$ cat src/rtl/pf_nv_pkg.sv
package pf_nv_pkg;
  typedef enum logic [2:0] {
    ST_OFF,
    ST_RECALL,
    ST_STORE,
    ST_HOLD,
    ST_READY
  } pf_state_e;
endpackage

$ cat src/rtl/nv_copy_engine.sv
module nv_copy_engine #(
  parameter int DEPTH = 16,
  localparam int AW = (DEPTH > 1) ? $clog2(DEPTH) : 1
) (
  input  logic          clk_i,
  input  logic          rst_ni,
  input  logic          run_i,
  input  logic          ack_i,
  output logic [AW-1:0] addr_o,
  output logic          done_o
);
  localparam logic [AW-1:0] LAST = AW'(DEPTH - 1);

  logic [AW-1:0] addr_q;

  always_ff @(posedge clk_i or negedge rst_ni) begin
    if (!rst_ni)               addr_q <= '0;
    else if (!run_i)           addr_q <= '0;
    else if (ack_i)            addr_q <= (addr_q == LAST) ? '0 : addr_q + 1'b1;
  end

  assign addr_o = addr_q;
  assign done_o = run_i && ack_i && (addr_q == LAST);
endmodule

$ cat src/rtl/pf_holdoff.sv
module pf_holdoff #(
  parameter int HOLD_CYC = 4,
  localparam int CW = $clog2(HOLD_CYC + 1)
) (
  input  logic clk_i,
  input  logic rst_ni,
  input  logic load_i,
  input  logic en_i,
  output logic zero_o
);
  logic [CW-1:0] cnt_q;

  always_ff @(posedge clk_i or negedge rst_ni) begin
    if (!rst_ni)                   cnt_q <= '0;
    else if (load_i)               cnt_q <= CW'(HOLD_CYC - 1);
    else if (en_i && cnt_q != '0)  cnt_q <= cnt_q - 1'b1;
  end

  assign zero_o = (cnt_q == '0);
endmodule

$ cat src/rtl/pf_dirty.sv
module pf_dirty (
  input  logic clk_i,
  input  logic rst_ni,
  input  logic set_i,
  input  logic clr_i,
  output logic dirty_o
);
  logic dirty_q;

  always_ff @(posedge clk_i or negedge rst_ni) begin
    if (!rst_ni)     dirty_q <= 1'b0;
    else if (clr_i)  dirty_q <= 1'b0;
    else if (set_i)  dirty_q <= 1'b1;
  end

  assign dirty_o = dirty_q;
endmodule

$ cat src/rtl/pf_nv_seq.sv
module pf_nv_seq
  import pf_nv_pkg::*;
#(
  parameter int DEPTH    = 16,
  parameter int HOLD_CYC = 4,
  localparam int AW = (DEPTH > 1) ? $clog2(DEPTH) : 1
) (
  input  logic          clk_i,
  input  logic          rst_ni,
  input  logic          pwr_ok_i,
  input  logic          auto_en_i,
  input  logic          hsb_i,
  output logic          hsb_oe_o,
  input  logic          cs_i,
  input  logic          wr_i,
  input  logic          sw_store_i,
  input  logic          sw_recall_i,
  output logic          sram_en_o,
  output logic          wr_inhibit_o,
  output logic          busy_o,
  output logic          copy_req_o,
  output logic          copy_dir_o,
  output logic [AW-1:0] copy_addr_o,
  input  logic          copy_ack_i
);
  pf_state_e state_q, state_d;
  logic      run, done, hold_zero, hold_load, dirty, access_ok, wr_fire;

  assign run       = (state_q == ST_RECALL) || (state_q == ST_STORE);
  assign access_ok = (state_q == ST_READY) && pwr_ok_i && hsb_i;
  assign wr_fire   = access_ok && cs_i && wr_i;
  assign hold_load = (state_d == ST_HOLD) && (state_q != ST_HOLD);

  nv_copy_engine #(.DEPTH(DEPTH)) u_copy (
    .clk_i  (clk_i),
    .rst_ni (rst_ni),
    .run_i  (run),
    .ack_i  (copy_ack_i),
    .addr_o (copy_addr_o),
    .done_o (done)
  );

  pf_holdoff #(.HOLD_CYC(HOLD_CYC)) u_hold (
    .clk_i  (clk_i),
    .rst_ni (rst_ni),
    .load_i (hold_load),
    .en_i   (state_q == ST_HOLD),
    .zero_o (hold_zero)
  );

  pf_dirty u_dirty (
    .clk_i   (clk_i),
    .rst_ni  (rst_ni),
    .set_i   (wr_fire),
    .clr_i   (done),
    .dirty_o (dirty)
  );

  // priority in READY: power loss, strobe, software store, software recall
  always_comb begin
    state_d = state_q;
    unique case (state_q)
      ST_OFF:    if (pwr_ok_i) state_d = ST_RECALL;
      ST_RECALL: begin
        if (!pwr_ok_i)  state_d = ST_OFF;
        else if (done)  state_d = ST_HOLD;
      end
      ST_STORE:  if (done) state_d = pwr_ok_i ? ST_HOLD : ST_OFF;
      ST_HOLD: begin
        if (!pwr_ok_i)      state_d = ST_OFF;
        else if (hold_zero) state_d = ST_READY;
      end
      ST_READY: begin
        if (!pwr_ok_i)               state_d = (auto_en_i && dirty) ? ST_STORE : ST_OFF;
        else if (!hsb_i)             state_d = dirty ? ST_STORE : ST_READY;
        else if (sw_store_i && dirty) state_d = ST_STORE;
        else if (sw_recall_i)        state_d = ST_RECALL;
      end
      default:   state_d = ST_OFF;
    endcase
  end

  always_ff @(posedge clk_i or negedge rst_ni) begin
    if (!rst_ni) state_q <= ST_OFF;
    else         state_q <= state_d;
  end

  assign busy_o       = run;
  assign hsb_oe_o     = run;
  assign copy_req_o   = run;
  assign copy_dir_o   = (state_q == ST_STORE);
  assign sram_en_o    = access_ok && cs_i;
  assign wr_inhibit_o = !access_ok;
endmodule

$ cat config.mk
export PLATFORM = sky130hd
export DESIGN_NAME = pf_nv_seq
export DESIGN_NICKNAME = d
export VERILOG_FILES = /design/src/rtl/pf_nv_pkg.sv /design/src/rtl/nv_copy_engine.sv /design/src/rtl/pf_holdoff.sv /design/src/rtl/pf_dirty.sv /design/src/rtl/pf_nv_seq.sv
export SDC_FILE = /design/constraint.sdc
export NUM_CORES = 1
export LEC_CHECK = 0
export ABC_AREA = 1
export BUFFER_PORTS_ARGS = -buffer_cell sky130_fd_sc_hd__buf_2
export CORE_MARGIN = 1
export CORE_UTILIZATION = 50
export CTS_CLUSTER_SIZE = 16
export DETAILED_ROUTE_END_ITERATION = 8
export PLACE_DENSITY = 0.76
export SYNTH_ARGS = -nofsm -noshare
export SYNTH_HDL_FRONTEND = slang
export SYNTH_SLANG_ARGS = --single-unit
$ cat constraint.sdc
create_clock -name clk_i -period 1.79 [get_ports clk_i]
set_clock_uncertainty 0.15 [all_clocks]
set_input_delay 0.0895 -clock clk_i [delete_from_list [all_inputs] [get_ports clk_i]]
set_output_delay 0.0895 -clock clk_i [all_outputs]
set_load 0.03 [all_outputs]
==> flow_summary_export.csv, run 1 <==
group,metric,value,unit
logic_synthesis,synth_area_leaders,"dfrtp_1, nand2_1, inv_1",
timing,drv_slew,0,
logic_synthesis,syn_area,762.0,µm²
power,ir_drop,0.5501,mV
timing,period_share,93.36,%
clock_network,cts_buffers,3,
grt,gr-total-overflow,0,
floorplan,die_h,41.04,µm
placement,hpwlAfterDp,1259,µm
timing,setup_viol,0,
logic_synthesis,synth_cells,105,
power,p_leak,0.5135,nW
timing,tightestPinTransition,0.2700,ns
timing,setup_tns,0,ns
floorplan,fp-row-count,13,
logic_synthesis,synth.avg_cell_area,7.257,µm²
grt,grt_pass1_wl,2214,µm
clock_network,cts_tree,"built",
clock_network,h-tree-depth,1,
clock_network,clock_latency,0.27,ns
grt,grt_pass1_vias,586,
finish,layout.nets,144,
finish,fillers,122,
placement,gp_congestion,0.7489,
drt,drcViolationCount,0,
finish,drive_gt1_share,27.69,%
floorplan,design.die.area,1684,µm²
power,power,0.0006768,W
run_status,status,"complete, no violations",
timing,hold_ws,0.04566,ns
floorplan,die_w,41.04,µm
floorplan,core-area,1366,µm²
logic_synthesis,ys_seq_area_share,36.12,%
clock_network,clockBufferDepth,2,
timing,fmax,598.4,MHz
logic_synthesis,synthDistinctLibCells,21,
finish,synthToLayoutAreaGrowth,22.66,%
floorplan,initial_core_util,55.77,%
drt,viasPerCell,5.124,
clock_network,post_cts_buffers,0,
grt,antenna_found_initial,0,
grt,grt_max_degree,12,
finish,diodes,0,
clock_network,cts.sinks,11,
logic_synthesis,yosysWarnings,0,
drt,drtPass1Iterations,4,
setup_path,arrival,1.43,ns
setup_path,worstSetupPathType,"flop to primary output",
logic_synthesis,ys_ff_latch,11,
grt,grt_use_total,20.84,%
setup_path,path_max_fanout,5,
clock_network,root_buffer,"clkbuf_4",
placement,port_buffers,19,
setup_path,cp_data_required_time,1.55,ns
setup_path,cp-end-kind,"primary output",
drt,finalWirelength,1550,µm
drt,wl_per_cell,10.69,µm
min_path,hold_path.class,"input port to asynchronous set/reset pin",
drt,num_vias,743,
run,maxCapViolCount,0,
floorplan,io_pins,20,
timing,relSlewSlack,81.93,%
clock_network,cts.clk_slew.worst_paths,0.07,ns
drt,drtIter0Drc,14,
logic_synthesis,synth_nets,118,
timing,fin_crit,1.671,ns
timing,rsz0062_at_grt,"no",
logic_synthesis,synth_top_area_cell,"dfrtp_1",
timing,hold_viol_final,0,
logic_synthesis,synth_top_area_share,36.12,%
setup_path,crit_path_start_kind,"flop",
drt,ant_nets,0,
power,p_per_area,724.2,nW/µm²
[power breakdown]
group,internal [W],leakage [nW],switching (W)
Combinational,0.0000700,0.361,0.000135
Sequential,0.000279,0.138,0.0000281
Clock,0.0000861,0.0150,0.0000795
Total,0.000435,0.513,0.000242
[cell type report]
| cell class | instances | area, µm² | share of cell area [%] |
|---|---|---|---|
| Clock buffer | 4 | 26.28 | 2.811 |
| Inverter | 17 | 63.81 | 6.827 |
| Multi-Input combinational cell | 75 | 417.9 | 44.71 |
| Sequential cell | 11 | 275.3 | 29.45 |
| Tap cell | 15 | 18.77 | 2.008 |
| Timing Repair Buffer | 23 | 132.6 | 14.19 |
[Yosys cell counts]
| master | instances |
|---|---|
| nor2_2 | 1 |
| a21boi_2 | 1 |
| inv_2 | 2 |
| a21oi_2 | 1 |
| nand2_2 | 1 |
| o21ai_0 | 6 |
| a21oi_1 | 7 |
| o211ai_1 | 1 |
| nand4_1 | 1 |
| nand2_4 | 1 |
| nor2_4 | 1 |
| nor2_1 | 7 |
| buf_4 | 2 |
| inv_1 | 15 |
| nand3_2 | 3 |
| nand2_1 | 30 |
| xor2_1 | 3 |
| o22ai_1 | 1 |
| nand3_1 | 7 |
| dfrtp_1 | 11 |
| ha_1 | 3 |
[flip-flops by register name (all words and copies together) (netlist names)]
| signal | cells |
|---|---|
| u_dirty.dirty_o | 1 |
| state_q | 3 |
| u_hold.cnt_q | 3 |
| u_copy.addr_o | 4 |
[repair_timing]
item	4_1_cts	5_1_grt
endpoints found under the hold margin	13	0
gates resized for setup	0	1
endpoints found under the setup margin	0	2
hold buffers	3	0
[layer usage]
layer,wire length (µm),up-vias,share of wire (%),track usage [%]
met5,0,-,0,0
met1,719,338,46,24.83
li1,-,382,-,-
met3,74,2,4.8,8.152
met2,747,21,48,34.77
met4,10,0,0.65,5.000
[critical path, stage by stage, from the launching register on]
cell and delay [ns]:
dfrtp_1 0.44, nor2_1 0.16, nand4_1 0.13, buf_4 0.17
nor2_4 0.07, buf_2 0.19
[placed cells by master (no fill, tap or decap), types with 2 or more instances in the layout]
cell	instances
inv_1	15
a21oi_1	7
nand2_1	30
inv_2	2
nor2_4	2
o21ai_0	6
dfrtp_1	11
nor2_2	2
dlygate4sd3_1	3
buf_2	19
nor2_1	5
ha_1	3
nand3_1	7
xor2_1	3
clkbuf_4	3
nand3_2	3
[kinds of logic after synthesis]
logic type                 synth area share (%)
adders and majority gates                 4.927
buffers and inverters                     10.34
DFF                                       36.12
xor gates and xnor gates                  3.449
and+or+nand+nor                           32.19
AOI/OAI and AO/OA                         12.97
[path summary, 6_finish.rpt]
kind | depth (start not counted) | startpoint | slack (ns) | to
setup / recovery | 5 | state_q[0] | 0.12 | sram_en_o
hold / removal | 2 | rst_ni | 0.05 | state_q[1]
setup reg to reg | 7 | state_q[2] | 0.15 | u_copy.addr_o[3]
hold reg to reg | 1 | u_copy.addr_o[0] | 0.37 | u_copy.addr_o[0]
max in group asynchronous | 2 | rst_ni | 1.23 | u_copy.addr_o[3]
min in group clk_i | 5 | auto_en_i | 0.05 | state_q[1]
[stage by stage]
step	instances	utilization [%]	setup slack, ns	area, µm²
after floorplan	105	-	0.06073	769.5
after global placement	138	64.10	0.2410	875.8
after detailed placement	138	64.10	0.1693	875.8
after CTS	145	68.22	0.1188	932.1
after global routing	145	68.41	0.03728	934.6
final	145	68.41	0.1189	934.6
No activity file was read; power rests on OpenSTA's default activity.
==> run 2: changes to the inputs <==
--- a/config.mk
+++ b/config.mk
@@ -11,7 +11,7 @@
 export CORE_UTILIZATION = 50
 export CTS_CLUSTER_SIZE = 16
 export DETAILED_ROUTE_END_ITERATION = 8
-export PLACE_DENSITY = 0.76
+export PLACE_DENSITY = 0.85
 export SYNTH_ARGS = -nofsm -noshare
 export SYNTH_HDL_FRONTEND = slang
 export SYNTH_SLANG_ARGS = --single-unit
==> run 2 against run 1 <==
Compared with the run above: critical path depth up 4; die area unchanged; routed wire length up 13%; register-to-register slack worse by 0.05 ns; core utilization down 0.27 points; count of clock-buffer cells in the layout down 1; sequential cell count unchanged; worst setup slack worse by 0.016 ns; combinational power about the same; critical path type is now flop to flop; largest cell class unchanged.
==> flow_summary_export.csv, run 2 (synthesis gave the netlist of run 1 again) <==
group,metric,value,unit
run_status,status,"complete, no violations",
grt,met1_usage,26.71,%
clock_network,h-tree-depth,1,
timing,fin_crit,1.687,ns
clock_network,root_buffer,"clkbuf_4",
grt,antenna_found_initial,0,
placement,dp.cells,137,
drt,viasPerCell,5.424,
placement,gp_congestion,0.7066,
floorplan,core-area,1366,µm²
floorplan,initial_core_util,55.77,%
floorplan,die_w,41.04,µm
timing,setup_viol,0,
floorplan,design.die.area,1684,µm²
grt,use_met3,6.522,%
setup_path,worstSetupPathType,"flop to flop",
setup_path,path_max_fanout,5,
setup_path,rrSetupSlack,0.10,ns
setup_path,crit_chain,"ha_2 > nand2_1 > nor2_2 > nand3_2 > nand2_1 > nand2_1 > a21oi_2 > nand2_1 > nand2_1",
power,ir_drop,0.5467,mV
setup_path,crit_start,"u_copy.addr_o[0]",
timing,tightestPinTransition,0.2464,ns
setup_path,reg2reg_depth,9,
floorplan,io_pins,20,
timing,hold_viol_final,0,
grt,grt_max_degree,12,
finish,layout_common_cells,"nand2_1, buf_2, inv_1",
timing,relSlewSlack,83.40,%
setup_path,arrival,1.75,ns
finish,instances_no_fill,144,
setup_path,timing.rr.start,"u_copy.addr_o[0]",
timing,drv_slew,0,
finish,drive_gt1_share,28.68,%
finish,final_common_cell,"nand2_1",
grt,grt_use_total,21.80,%
drt,ant_nets,0,
run,maxCapViolCount,0,
drt,finalWirelength,1746,µm
setup_path,crit_path_start_kind,"flop",
clock_network,cts.sinks,11,
drt,drtPass1Iterations,4,
clock_network,cts.clk_slew.worst_paths,0.07,ns
grt,grt_pass1_vias,599,
placement,port_buffers,19,
grt,gr-usage-met2,35.94,%
setup_path,critPathMaxStageDelay,0.43,ns
drt,wl_per_cell,12.13,µm
power,p_per_area,745.1,nW/µm²
grt,grt_most_used_layer,"met2",
drt,drcViolationCount,0,
timing,period_share,94.25,%
clock_network,clock_latency,0.28,ns
setup_path,critPathCapture,"u_hold.cnt_q[1]",
finish,synthToLayoutAreaGrowth,22.17,%
drt,drtIter0Drc,17,
setup_path,timing.rr.end,"u_hold.cnt_q[1]",
floorplan,fp-row-count,13,
clock_network,cts_buffers,3,
clock_network,clockBufferDepth,2,
drt,num_vias,781,
placement,hpwlAfterDp,1257,µm
setup_path,critPathMostFrequentCell,"nand2_1",
setup_path,cp_slowest_cell,"dfrtp_1",
power,p_leak,0.5097,nW
finish,diodes,0,
finish,largest_register_ffs,4,
clock_network,post_cts_buffers,0,
setup_path,cp-end-kind,"flop",
finish,layout.nets,143,
timing,fmax,592.7,MHz
clock_network,cts_tree,"built",
setup_path,cp_data_required_time,1.85,ns
timing,hold_ws,0.04766,ns
grt,grt_pass1_wl,2346,µm
min_path,hold_path.class,"input port to flop",
grt,gr-total-overflow,0,
floorplan,die_h,41.04,µm
-- run 2: metal layers --
layer	routed length [µm]	up-vias	share of wire [%]
li1	-	387	-
met1	761	358	44
met2	857	34	49
met3	110	2	6.3
met4	16	0	0.92
met5	0	-	0
-- run 2: cell type report --
type | count | area [µm²]
Timing Repair Buffer | 22 | 125.1
Tap cell | 15 | 18.77
Multi-Input combinational cell | 75 | 420.4
Clock buffer | 3 | 22.52
Clock inverter | 1 | 5.005
Sequential cell | 11 | 275.3
Fill cell | 115 | 435.4
Inverter | 17 | 63.81
-- run 2: critical path: cells and delay by family (launching register included) --
kind                     cells  cell delay [ns]
AND/OR/NAND/NOR              7             0.65
flip-flops                   1             0.43
adder cells (fa/ha/maj)      1             0.24
AO/OA/AOI/OAI                1             0.17
-- run 2: repair_timing --
item | in CTS | in global routing
setup endpoints to repair | 0 | 3
resized for setup | 0 | 2
hold buffers | 3 | 0
hold endpoints to repair | 13 | 0
-- run 2: per-stage QoR --
step	TNS (ns)	setup WS, ns	util [%]	total power, W	cell area (µm²)
after floorplan	0	0.06073	-	0.0004566	769.5
after global placement	0	0.2407	63.55	0.0005062	868.3
after detailed placement	0	0.1107	63.55	0.0005125	868.3
after CTS	0	0.07501	67.77	0.0006964	925.9
after global routing	-0.01097	-0.008895	68.13	0.0007338	930.9
final	0	0.1028	68.13	0.0006936	930.9
-- run 2: report_power, final --
part	total, W	switching [W]	internal, W
Clock	0.000176	0.0000932	0.0000828
Sequential	0.000310	0.0000318	0.000278
Combinational	0.000208	0.000137	0.0000709
Total	0.000694	0.000262	0.000432
-- run 2: worst min-delay path by stage --
stage	cells after the start	slack [ns]	endpoint	startpoint
after floorplan	0	-0.36	state_q[0]	rst_ni
after global placement	1	-0.18	u_copy.addr_o[2]	rst_ni
after detailed placement	1	-0.18	u_dirty.dirty_o	rst_ni
after CTS	5	0.04	state_q[1]	auto_en_i
after global routing	5	0.07	state_q[1]	auto_en_i
final	5	0.05	state_q[1]	auto_en_i
